==> src/rtl/xip_pkg.sv <==
// Shared types for the XIP read front end.
// Assumes: one phase register in the sequencer, read by the output stage.
package xip_pkg;
    typedef enum logic [2:0] {
        PH_OPC   = 3'd0,
        PH_ADDR  = 3'd1,
        PH_DUMMY = 3'd2,
        PH_DATA  = 3'd3,
        PH_HALT  = 3'd4
    } phase_t;

    localparam logic [7:0] OPC_QUAD_RD = 8'hEB;
    localparam logic [7:0] OPC_DUAL_RD = 8'hBB;
endpackage

==> src/rtl/xip_state.sv <==
// Holds the XIP flag and the XIP bus width.
// Loads both from the configuration inputs while reset is low, and
// updates them only when the sequencer reports a sampled confirmation bit.
module xip_state (
    input  logic clk,
    input  logic rst_n,
    input  logic nv_xip_en,
    input  logic nv_quad,
    input  logic conf_strobe,
    input  logic conf_bit,
    input  logic cur_quad,
    output logic xip_active,
    output logic xip_quad
);
    // Update the XIP flag and width on reset or on a confirmation sample.
    always_ff @(posedge clk) begin
        if (!rst_n) begin
            xip_active <= nv_xip_en;
            xip_quad   <= nv_quad;
        end else if (conf_strobe) begin
            xip_active <= ~conf_bit;
            xip_quad   <= cur_quad;
        end
    end
endmodule

==> src/rtl/xip_seq.sv <==
// Phase sequencer: opcode, address, dummy, data.
// Samples DQ on rising edges. Restarts whenever chip select is high.
// Assumes at least one rising edge with chip select high between transactions.
module xip_seq
    import xip_pkg::*;
#(
    parameter int ADDR_W    = 32,
    parameter int DUMMY_CYC = 10
) (
    input  logic              clk,
    input  logic              rst_n,
    input  logic              cs_n,
    input  logic [3:0]        dq_in,
    input  logic              nv_xip_en,
    input  logic              nv_quad,
    input  logic              xip_active,
    input  logic              xip_quad,
    output phase_t            phase,
    output logic              quad,
    output logic [1:0]        slot,
    output logic [ADDR_W-1:0] addr,
    output logic              conf_strobe,
    output logic              conf_bit
);
    localparam int QA_CLKS = ADDR_W / 4;
    localparam int DA_CLKS = ADDR_W / 2;
    localparam int MAXC_A  = (DA_CLKS > 8) ? DA_CLKS : 8;
    localparam int MAXC    = (MAXC_A > DUMMY_CYC) ? MAXC_A : DUMMY_CYC;
    localparam int CNT_W   = $clog2(MAXC + 1);

    logic [CNT_W-1:0] cnt;
    logic [7:0]       opc;
    logic [7:0]       opc_next;
    logic [CNT_W-1:0] addr_last;

    assign opc_next    = {opc[6:0], dq_in[0]};
    assign addr_last   = quad ? CNT_W'(QA_CLKS - 1) : CNT_W'(DA_CLKS - 1);
    assign conf_strobe = !cs_n && (phase == PH_DUMMY) && (cnt == '0);
    assign conf_bit    = dq_in[0];
    assign slot        = cnt[1:0];

    // Advance the phase and counters on each selected rising edge.
    always_ff @(posedge clk) begin
        if (!rst_n) begin
            phase <= nv_xip_en ? PH_ADDR : PH_OPC;
            quad  <= nv_quad;
            cnt   <= '0;
            opc   <= '0;
            addr  <= '0;
        end else if (cs_n) begin
            phase <= xip_active ? PH_ADDR : PH_OPC;
            quad  <= xip_quad;
            cnt   <= '0;
        end else begin
            case (phase)
                PH_OPC: begin
                    opc <= opc_next;
                    if (cnt == CNT_W'(7)) begin
                        cnt <= '0;
                        if (opc_next == OPC_QUAD_RD) begin
                            phase <= PH_ADDR;
                            quad  <= 1'b1;
                        end else if (opc_next == OPC_DUAL_RD) begin
                            phase <= PH_ADDR;
                            quad  <= 1'b0;
                        end else begin
                            phase <= PH_HALT;
                        end
                    end else begin
                        cnt <= cnt + 1'b1;
                    end
                end
                PH_ADDR: begin
                    addr <= quad ? {addr[ADDR_W-5:0], dq_in}
                                 : {addr[ADDR_W-3:0], dq_in[1:0]};
                    if (cnt == addr_last) begin
                        cnt   <= '0;
                        phase <= PH_DUMMY;
                    end else begin
                        cnt <= cnt + 1'b1;
                    end
                end
                PH_DUMMY: begin
                    if (cnt == CNT_W'(DUMMY_CYC - 1)) begin
                        cnt   <= '0;
                        phase <= PH_DATA;
                    end else begin
                        cnt <= cnt + 1'b1;
                    end
                end
                PH_DATA: begin
                    if (cnt == (quad ? CNT_W'(1) : CNT_W'(3))) begin
                        cnt  <= '0;
                        addr <= addr + 1'b1;
                    end else begin
                        cnt <= cnt + 1'b1;
                    end
                end
                default: phase <= PH_HALT;
            endcase
        end
    end

    // a deselected edge always restarts at the opcode or address phase.
    a_r9_cs_restart: assert property (@(posedge clk) disable iff (!rst_n)
        cs_n |=> (phase == PH_OPC || phase == PH_ADDR));

    // the XIP flag follows the inverted DQ0 value of the confirmation clock.
    a_r2_conf_commit: assert property (@(posedge clk) disable iff (!rst_n)
        (!cs_n && phase == PH_DUMMY && cnt == '0) |=> (xip_active == !$past(dq_in[0])));

    // an unknown opcode parks the sequencer.
    a_r8_bad_opcode: assert property (@(posedge clk) disable iff (!rst_n)
        (!cs_n && phase == PH_OPC && cnt == CNT_W'(7)
         && opc_next != OPC_QUAD_RD && opc_next != OPC_DUAL_RD) |=> (phase == PH_HALT));

    // the address phase lasts exactly its clock count, then the dummy phase begins.
    a_r5_addr_end: assert property (@(posedge clk) disable iff (!rst_n)
        (!cs_n && phase == PH_ADDR && cnt == addr_last) |=> (phase == PH_DUMMY && cnt == '0));
endmodule

==> src/rtl/xip_dout.sv <==
// Output stage: registers the data bits and the enables on falling edges.
// It chooses the bits of the current byte by the slot index from the sequencer.
// Assumes mem_rdata is valid combinationally for the current address.
module xip_dout
    import xip_pkg::*;
(
    input  logic       clk,
    input  logic       rst_n,
    input  logic       cs_n,
    input  phase_t     phase,
    input  logic       quad,
    input  logic [1:0] slot,
    input  logic [7:0] rdata,
    output logic [3:0] out_q,
    output logic [3:0] oe_q
);
    // Launch the next data slot on the falling edge.
    always_ff @(negedge clk) begin
        if (!rst_n || cs_n || phase != PH_DATA) begin
            out_q <= 4'h0;
            oe_q  <= 4'h0;
        end else if (quad) begin
            out_q <= slot[0] ? rdata[3:0] : rdata[7:4];
            oe_q  <= 4'hF;
        end else begin
            case (slot)
                2'd0:    out_q <= {2'b00, rdata[7:6]};
                2'd1:    out_q <= {2'b00, rdata[5:4]};
                2'd2:    out_q <= {2'b00, rdata[3:2]};
                default: out_q <= {2'b00, rdata[1:0]};
            endcase
            oe_q <= 4'h3;
        end
    end

    // a quad data phase drives all four lines.
    a_r6_quad_oe: assert property (@(posedge clk) disable iff (!rst_n)
        (!cs_n && $past(!cs_n) && phase == PH_DATA && quad) |-> (oe_q == 4'hF));

    // a dual data phase drives only DQ1..DQ0.
    a_r6_dual_oe: assert property (@(posedge clk) disable iff (!rst_n)
        (!cs_n && $past(!cs_n) && phase == PH_DATA && !quad) |-> (oe_q == 4'h3));
endmodule

==> src/rtl/xip_flash_front.sv <==
// Top of the XIP read front end: sequencer, XIP state and output stage.
// Output enables are gated by chip select so that deselection tri-states at once.
module xip_flash_front
    import xip_pkg::*;
#(
    parameter int ADDR_W    = 32,
    parameter int DUMMY_CYC = 10
) (
    input  logic              clk,
    input  logic              rst_n,
    input  logic              cs_n,
    input  logic              nv_xip_en,
    input  logic              nv_quad,
    input  logic [3:0]        dq_in,
    output logic [3:0]        dq_out,
    output logic [3:0]        dq_oe,
    output logic [ADDR_W-1:0] mem_addr,
    input  logic [7:0]        mem_rdata
);
    phase_t     phase;
    logic       quad;
    logic [1:0] slot;
    logic       conf_strobe;
    logic       conf_bit;
    logic       xip_active;
    logic       xip_quad;
    logic [3:0] out_q;
    logic [3:0] oe_q;

    xip_state u_state (
        .clk(clk), .rst_n(rst_n), .nv_xip_en(nv_xip_en), .nv_quad(nv_quad),
        .conf_strobe(conf_strobe), .conf_bit(conf_bit), .cur_quad(quad),
        .xip_active(xip_active), .xip_quad(xip_quad)
    );

    xip_seq #(.ADDR_W(ADDR_W), .DUMMY_CYC(DUMMY_CYC)) u_seq (
        .clk(clk), .rst_n(rst_n), .cs_n(cs_n), .dq_in(dq_in),
        .nv_xip_en(nv_xip_en), .nv_quad(nv_quad),
        .xip_active(xip_active), .xip_quad(xip_quad),
        .phase(phase), .quad(quad), .slot(slot), .addr(mem_addr),
        .conf_strobe(conf_strobe), .conf_bit(conf_bit)
    );

    xip_dout u_dout (
        .clk(clk), .rst_n(rst_n), .cs_n(cs_n), .phase(phase), .quad(quad),
        .slot(slot), .rdata(mem_rdata), .out_q(out_q), .oe_q(oe_q)
    );

    assign dq_oe  = oe_q & {4{~cs_n}};
    assign dq_out = out_q;
endmodule

==> config.mk <==
export PLATFORM = sky130hd
export DESIGN_NAME = xip_flash_front
export DESIGN_NICKNAME = d
export VERILOG_FILES = /design/src/rtl/xip_pkg.sv /design/src/rtl/xip_state.sv /design/src/rtl/xip_seq.sv /design/src/rtl/xip_dout.sv /design/src/rtl/xip_flash_front.sv
export SDC_FILE = /design/constraint.sdc
export NUM_CORES = 1
export LEC_CHECK = 0
export ABC_AREA = 0
export BUFFER_PORTS_ARGS = -buffer_cell sky130_fd_sc_hd__buf_2
export CORE_UTILIZATION = 52
export DETAILED_ROUTE_END_ITERATION = 8
export PLACE_DENSITY = 0.77
export SLEW_MARGIN = 5
export SYNTH_ARGS = -nofsm -noshare
export SYNTH_HDL_FRONTEND = slang
export SYNTH_SLANG_ARGS = --single-unit
==> constraint.sdc <==
create_clock -name clk -period 2.1 [get_ports clk]
set_clock_uncertainty 0.15 [all_clocks]
set_input_delay 0.105 -clock clk [delete_from_list [all_inputs] [get_ports clk]]
set_output_delay 0.105 -clock clk [all_outputs]
set_load 0.05 [all_outputs]
==> results of run 1 <==
[where the power goes]
| part | switching, W | internal (W) | total [W] |
|---|---|---|---|
| Sequential | 0.0000890 | 0.00114 | 0.00123 |
| Clock | 0.000392 | 0.000343 | 0.000735 |
| Combinational | 0.000519 | 0.000371 | 0.000890 |
| Total | 0.00100 | 0.00186 | 0.00286 |
[per-layer routing]
layer | up-vias | share of wire | GRT usage
li1 | 1939 | - | -
met1 | 1951 | 0.41 | 0.382
met2 | 249 | 0.49 | 0.503
met3 | 34 | 0.080 | 0.0417
met4 | 0 | 0.018 | 0.0715
met5 | - | 0 | 0
[final cells by class]
cell class              instances  area, um2  area share
multi-input cells             362       2500       0.502
clock buffers                   7       86.3      0.0173
repair buffers                123        967       0.194
clock inverters                 7       40.0     0.00802
inverters                       9       36.3     0.00727
flip-flops and latches         56       1240       0.248
well taps                      96        120      0.0241
[worst max path at each step]
stage	startpoint	end	slack (ns)	cells past startpoint
after floorplan	u_seq.cnt[0]$_SDFFE_PN0P_	u_dout.out_q[1]$_SDFF_NP0_	-0.44	7
after global placement	u_seq.cnt[0]$_SDFFE_PN0P_	u_dout.out_q[1]$_SDFF_NP0_	-0.42	6
after detailed placement	u_seq.cnt[0]$_SDFFE_PN0P_	u_dout.out_q[1]$_SDFF_NP0_	-0.48	6
after CTS	u_seq.cnt[0]$_SDFFE_PN0P_	u_dout.out_q[1]$_SDFF_NP0_	-0.41	6
after global routing	u_seq.cnt[0]$_SDFFE_PN0P_	u_dout.out_q[1]$_SDFF_NP0_	-0.51	7
final	u_seq.cnt[0]$_SDFFE_PN0P_	u_dout.out_q[1]$_SDFF_NP0_	-0.51	7
[per-stage QoR]
step,cells,util
after detailed placement,631,0.646
after global routing,660,0.723
after floorplan,475,-
after global placement,631,0.646
final,660,0.723
after CTS,656,0.701
[cell families (layout without fill, tap and decap cells)]
logic type,Yosys count,count (layout)
adders and majority gates,5,5
DFF,56,56
and+or+nand+nor,180,180
buffers and inverters,57,146
xor gates and xnor gates,6,6
AOI/OAI and AO/OA,127,127
muxes,44,44
[state kept, by name, indices dropped and copies added, names as in the netlist]
signal and cells:
u_seq.cnt 5, u_dout.oe_q 2, u_seq.addr 32, u_dout.out_q 4, u_seq.quad 1, u_seq.opc 7, u_state.xip_active 1, u_state.xip_quad 1
u_seq.phase 3
[layout by cell type (no fill, tap or decap), types with 9 or more instances in the layout]
master and n:
a21oi_1 42, a31oi_1 10, buf_2 48, buf_4 53, dfxtp_1 23, dfxtp_2 18, dfxtp_4 9, inv_1 11
mux2i_1 36, nand2_1 35, nand3_1 14, nand4_1 12, nor2_1 39, nor3_1 19, o21ai_0 26
[what timing repair did]
action                                 in CTS  in global routing
setup endpoints to repair                  19                 50
buffers inserted                            6                  6
gates resized for setup                    37                 36
cloned                                      2                  0
pin swaps                                  14                 19
endpoints found under the hold margin       6                  0
hold buffers                                4                  0
[worst reg2reg max path: cells and delay by family, from the launching register on]
family,cells,cell delay [ns]
buf+inv,2,0.22
compound gates,2,0.29
flops,1,0.38
simple gates,2,0.24
fa+ha+maj,1,0.22
==> metrics.md, run 1 <==
| Metric | Value |
|---|---|
| Hold Vio Cnt, Final | `0` |
| Seq/Total Area, Yosys | `0.313` |
| Die width | `87.2 um` |
| Post-synthesis mux area share | `0.119` |
| CP Max Fanout | `4` |
| Syn Nets | `497` |
| CTS tree | `done` |
| Post-synth top area share | `0.265` |
| Cell Chain, Critical Path | `buf_4 -> ha_1 -> inv_2 -> nor2_1 -> a211oi_1 -> a21oi_1 -> nor3_1` |
| Syn. warnings | `0` |
| Initial antenna violation count | `0` |
| Synth Instances | `475` |
| CTS clk-pin slew, worst paths | `0.11 ns` |
| Worst path top cell family by delay | `flip-flops` |
| Post-synthesis xor/xnor area fraction | `0.0139` |
| RSZ-0062 raised after global routing | `true` |
| Clock Path Buffers | `2` |
| Synthesized area | `3780 um2` |
| Adder-cell share of the synthesized area | `0.0166` |
| Flops & latches, synth | `56` |
| Reg2Reg Launch Point | `u_seq.cnt[0]$_SDFFE_PN0P_` |
| Pin count of the biggest net entering global routing | `49` |
| Core area | `6910 um2` |
| Post-synth ARST share | `0` |
| Number of core rows | `30` |
| Synth top area cells | `dfxtp_1 (26%), mux2i_1 (9.5%), a21oi_1 (5.7%)` |
| Worst skew pair latency | `0.32 ns` |
| Cell with the largest stage delay on the worst path | `dfxtp_4` |
| Main combinational cell family by area after synthesis | `simple AND/OR/NAND/NOR gates` |
| Wire length per cell | `17.3 um` |
| Post-synth top flop | `dfxtp_1` |
| Routability-driven placement congestion ratio | `0.901` |
| Final ANT Viol Nets | `0` |
| Number of max-cap violations | `0` |
| Initial DRC Count | `483` |
| Number of nets in the layout | `585` |
| Setup Total Neg Slack | `-2.63 ns` |
| Initial core utilization | `0.547` |
| Share of cells above drive strength 1 | `0.371` |
| PortBufs | `56` |
| Final slew viol count | `0` |
| Diode count | `0` |
| Dpl hpwl | `7120 um` |
| Data required, critical path | `1.17 ns` |
| Worst hold path startpoint | `dq_in[3]` |
| Setup CP Type | `reg -> reg` |
| Post-synth top cells | `dfxtp_1 (50), nor2_1 (45), a21oi_1 (43)` |
| R2R depth | `7` |
| Die Ht | `87.2 um` |
| Vias | `4173` |
| Worst-margin pin slew | `0.602 ns` |
| Post-DP Area | `4460 um2` |
| Distinct cells, synth | `68` |
| Hold Path Stages | `5` |
| Status | `finished, violations left` |
| Final WL | `11400 um` |
| CP max stage delay | `0.38 ns` |
| Vias per cell | `6.32` |
| Die Area | `7610 um2` |
| # setup viols final | `21` |
| # IOs | `57` |
| Worst slack, placed | `-0.478 ns` |
| Gr usage total | `0.291` |
| Startpoint Class | `register` |
| Worst EP arrival | `1.68 ns` |
| Count of flip-flops with a built-in enable after synthesis | `6` |
| H-tree levels | `2` |
| DRC viols | `0` |
| CP Capture Type | `register` |
| First-pass GRT wire length | `17700 um` |
| Layout fillers | `548` |
| PwrDens | `572 nW/um2` |
| Top-count cell post-synth | `dfxtp_1` |
| Vias in the first global route | `3699` |
| Synth area leader | `dfxtp_1` |
| Failing checks | `negative setup slack` |
| Synth Area in Compound Gates | `0.214` |
| Synthesis-to-layout area growth | `32.2%` |
| CTS buffer count | `5` |
| R2R setup slack | `-0.51 ns` |
| Worst hold endpoint | `u_seq.addr[3]$_SDFFE_PN0P_` |
| Headroom to the max-slew limit | `0.595` |
| Leakage | `2.04 nW` |
| WHS | `0.123 ns` |
| Synth Area in Simple Gates | `0.258` |
| Sink Count | `56` |
| Clk root buf | `clkbuf_8` |
| Mean Syn Cell Area | `7.95 um2` |
| Max VDD drop | `334 uV` |
| Final Cell Area | `4990 um2` |
| Final Worst Setup Slack | `-0.508 ns` |
| First-pass DRT Iterations | `6` |
| Worst Path Buf+Inv | `2` |
| Total power draw | `0.00286 W` |
| Reg2reg end | `u_dout.out_q[1]$_SDFF_NP0_` |
| Hold crit path type | `in -> reg` |
| Congestion Overflow GR | `0` |
(Power assumes the default switching activity.)
==> run 2: changes to the inputs <==
- SKIP_CTS_REPAIR_TIMING: default -> 1
==> run 2 against run 1 <==
Compared with the run above:
- the flow still finishes with violations (negative setup slack)
- first-iteration DRC count fell by 19%
- sequential power barely moved
- worst setup slack improved by 0.0077 ns
- global-route usage fell by 1.6 points
- cell count fell by 1.4%
- hold slack got worse by 0.023 ns
- cell area fell by 3.6%
- non-clock buffer count fell by 9
- die area did not move
- via count fell by 3.1%
- clock-buffer cell count did not move
==> metrics.md, run 2 (synthesized netlist as in run 1, its figures left out) <==
| Metric | Value |
|---|---|
| Placed cell count | `631 (unchanged)` |
| Vias per cell | `6.21 (-1.7%)` |
| Clock Path Buffers | `2 (unchanged)` |
| Number of nets in the layout | `576 (-1.5%)` |
| Startpoint Class | `register` |
| Status | `finished, violations left` |
| CP max stage delay | `0.41 ns (+0.03 ns)` |
| Synthesis-to-layout area growth | `27.4%` |
| Routability-driven placement congestion ratio | `0.901 (unchanged)` |
| Cell internal pwr | `0.00181 W (-2.4%)` |
| Worst path top cell family by delay | `compound AO/OA/AOI/OAI gates` |
| CTS clk-pin slew, worst paths | `0.10 ns (about the same)` |
| CTS tree | `done` |
| First-pass DRT Iterations | `7 (+1)` |
| Setup CP Type | `reg -> reg` |
| Cell with the largest stage delay on the worst path | `a222oi_1` |
| PwrDens | `577 nW/um2 (+0.78%)` |
| Data required, critical path | `1.15 ns (-0.02 ns)` |
| Initial antenna violation count | `0 (unchanged)` |
| Post-DP Area | `4460 um2 (unchanged)` |
| Commonest non-fill, non-tap cell in the layout | `buf_4` |
| Gr usage total | `0.275 (-0.0159)` |
| Vias | `4045 (-3.1%)` |
| Sequential group share of total power | `0.443 (+0.012)` |
| Core area | `6910 um2 (unchanged)` |
| Final Worst Setup Slack | `-0.500 ns (+0.00766 ns)` |
| Max FFs per register | `32 (unchanged)` |
| Die width | `87.2 um (unchanged)` |
| Clock Power Share | `0.261 (+0.004)` |
| R2R depth | `6 (-1)` |
| Initial core utilization | `0.547 (unchanged)` |
| Reg2reg end | `u_dout.out_q[1]$_SDFF_NP0_` |
| H-tree levels | `2 (unchanged)` |
| Worst EP arrival | `1.65 ns (-0.03 ns)` |
| Final WL | `10900 um (-4.8%)` |
| End of the critical path | `u_dout.out_q[1]$_SDFF_NP0_` |
| Final Cell Area | `4810 um2 (-3.6%)` |
| CTS buffer count | `5 (unchanged)` |
| # IOs | `57 (unchanged)` |
| DRC viols | `0 (unchanged)` |
| Worst Path Buf+Inv | `1 (-1)` |
| Number of max-cap violations | `0 (unchanged)` |
| WP depth | `6 (-1)` |
| Pin count of the biggest net entering global routing | `49 (unchanged)` |
| Vias in the first global route | `3551 (-4.0%)` |
| Setup crit start | `u_seq.cnt[0]$_SDFFE_PN0P_` |
| Failing checks | `negative setup slack` |
| Leakage | `1.98 nW (-3.3%)` |
| Switching pwr | `0.000962 W (-3.9%)` |
| Storage cell area | `1240 um2 (unchanged)` |
| Largest regs | `u_seq.addr (32), u_seq.opc (7), u_seq.cnt (5)` |
| RSZ-0062 raised after global routing | `true` |
| Die Area | `7610 um2 (unchanged)` |
| Diode count | `0 (unchanged)` |
| Hold crit path type | `in -> reg` |
| Reg2Reg Launch Point | `u_seq.cnt[0]$_SDFFE_PN0P_` |
| Multi-input logic area | `2440 um2 (-2.7%)` |
| CP Max Fanout | `5 (+1)` |
| Headroom to the max-slew limit | `0.615 (+0.0202)` |
| Worst slack, placed | `-0.478 ns (unchanged)` |
| # setup viols final | `14 (-33%)` |
| Worst skew pair latency | `0.31 ns (about the same)` |
| Dpl hpwl | `7120 um (unchanged)` |
| Most frequent cells in the layout | `buf_4 (50), buf_2 (48), nor2_1 (44)` |
| Total power draw | `0.00277 W (-2.9%)` |
| Die Ht | `87.2 um (unchanged)` |
| Share of cells above drive strength 1 | `0.333 (-0.0372)` |
| Wire length per cell | `16.7 um (-3.5%)` |
| Layout fillers | `596 (+8.8%)` |
| Biggest register | `u_seq.addr` |
| PortBufs | `56 (unchanged)` |
| Hold Vio Cnt, Final | `0 (unchanged)` |
| Sink Count | `56 (unchanged)` |
| Finished Layout Cells | `651 (-1.4%)` |
| Congestion Overflow GR | `0 (unchanged)` |
| Sw frac | `0.347 (-0.00353)` |
| Cell Chain, Critical Path | `inv_4 -> ha_4 -> a222oi_1 -> a211oi_1 -> a21oi_1 -> nor3_1` |
| Initial DRC Count | `389 (-19%)` |
| Clk root buf | `clkbuf_8` |
| Final slew viol count | `0 (unchanged)` |
| Number of core rows | `30 (unchanged)` |
| CP Capture Type | `register` |
| Final ANT Viol Nets | `0 (unchanged)` |
| First-pass GRT wire length | `16700 um (-5.6%)` |
| Comb pwr share | `0.295 (-0.017)` |
| Setup Total Neg Slack | `-2.35 ns (+0.285 ns)` |
| Max VDD drop | `318 uV (-4.8%)` |
| Worst-margin pin slew | `0.572 ns (-0.0300 ns)` |
| R2R setup slack | `-0.50 ns (about the same)` |
-- run 2: cell type report --
type                       count  share of cell area
multi-input combinational    362               0.507
sequential                    56               0.257
clock buffer                   7              0.0179
timing repair buffer         114               0.177
clock inverter                 7             0.00832
inverter                       9             0.00754
tap                           96              0.0250
-- run 2: power groups by stage --
| stage | clock network [W] | registers (W) | logic, W |
|---|---|---|---|
| floorplan | 0.0000207 | 0.00135 | 0.000434 |
| global placement | 0.0000207 | 0.00125 | 0.000743 |
| detailed placement | 0.0000207 | 0.00125 | 0.000756 |
| CTS | 0.000730 | 0.00122 | 0.000761 |
| global route | 0.000792 | 0.00124 | 0.000871 |
| finish | 0.000725 | 0.00123 | 0.000819 |
-- run 2: worst min path at each step --
stage | startpoint | to | slack [ns] | cells past startpoint
after floorplan | dq_in[0] | u_seq.opc[0]$_SDFFE_PN0P_ | 0.10 | 2
after global placement | dq_in[1] | u_seq.addr[1]$_SDFFE_PN0P_ | 0.22 | 3
after detailed placement | dq_in[1] | u_seq.addr[1]$_SDFFE_PN0P_ | 0.22 | 3
after CTS | dq_in[1] | u_seq.addr[1]$_SDFFE_PN0P_ | -0.10 | 3
after global routing | rst_n | u_seq.cnt[0]$_SDFFE_PN0P_ | 0.13 | 4
final | rst_n | u_seq.cnt[0]$_SDFFE_PN0P_ | 0.10 | 4
-- run 2: worst register-to-register path, cell delays in order, from the launching register on --
cell	delay [ns]
dfxtp_4	0.40
inv_4	0.06
ha_4	0.15
a222oi_1	0.41
a211oi_1	0.15
a21oi_1	0.13
nor3_1	0.05
-- run 2: per-layer routing --
layer / GRT usage / up-vias / wire length, um
met1: 0.364 / 1903 / 4580
met2: 0.470 / 201 / 5330
met3: 0.0474 / 20 / 815
met4: 0.0596 / 0 / 149
met5: 0 / - / 0
li1: - / 1921 / -
-- run 2: per-stage QoR --
| step | hold slack [ns] | utilization |
|---|---|---|
| after floorplan | 0.102 | - |
| after global placement | 0.222 | 0.646 |
| after detailed placement | 0.224 | 0.646 |
| after CTS | -0.103 | 0.664 |
| after global routing | 0.127 | 0.697 |
| final | 0.100 | 0.697 |
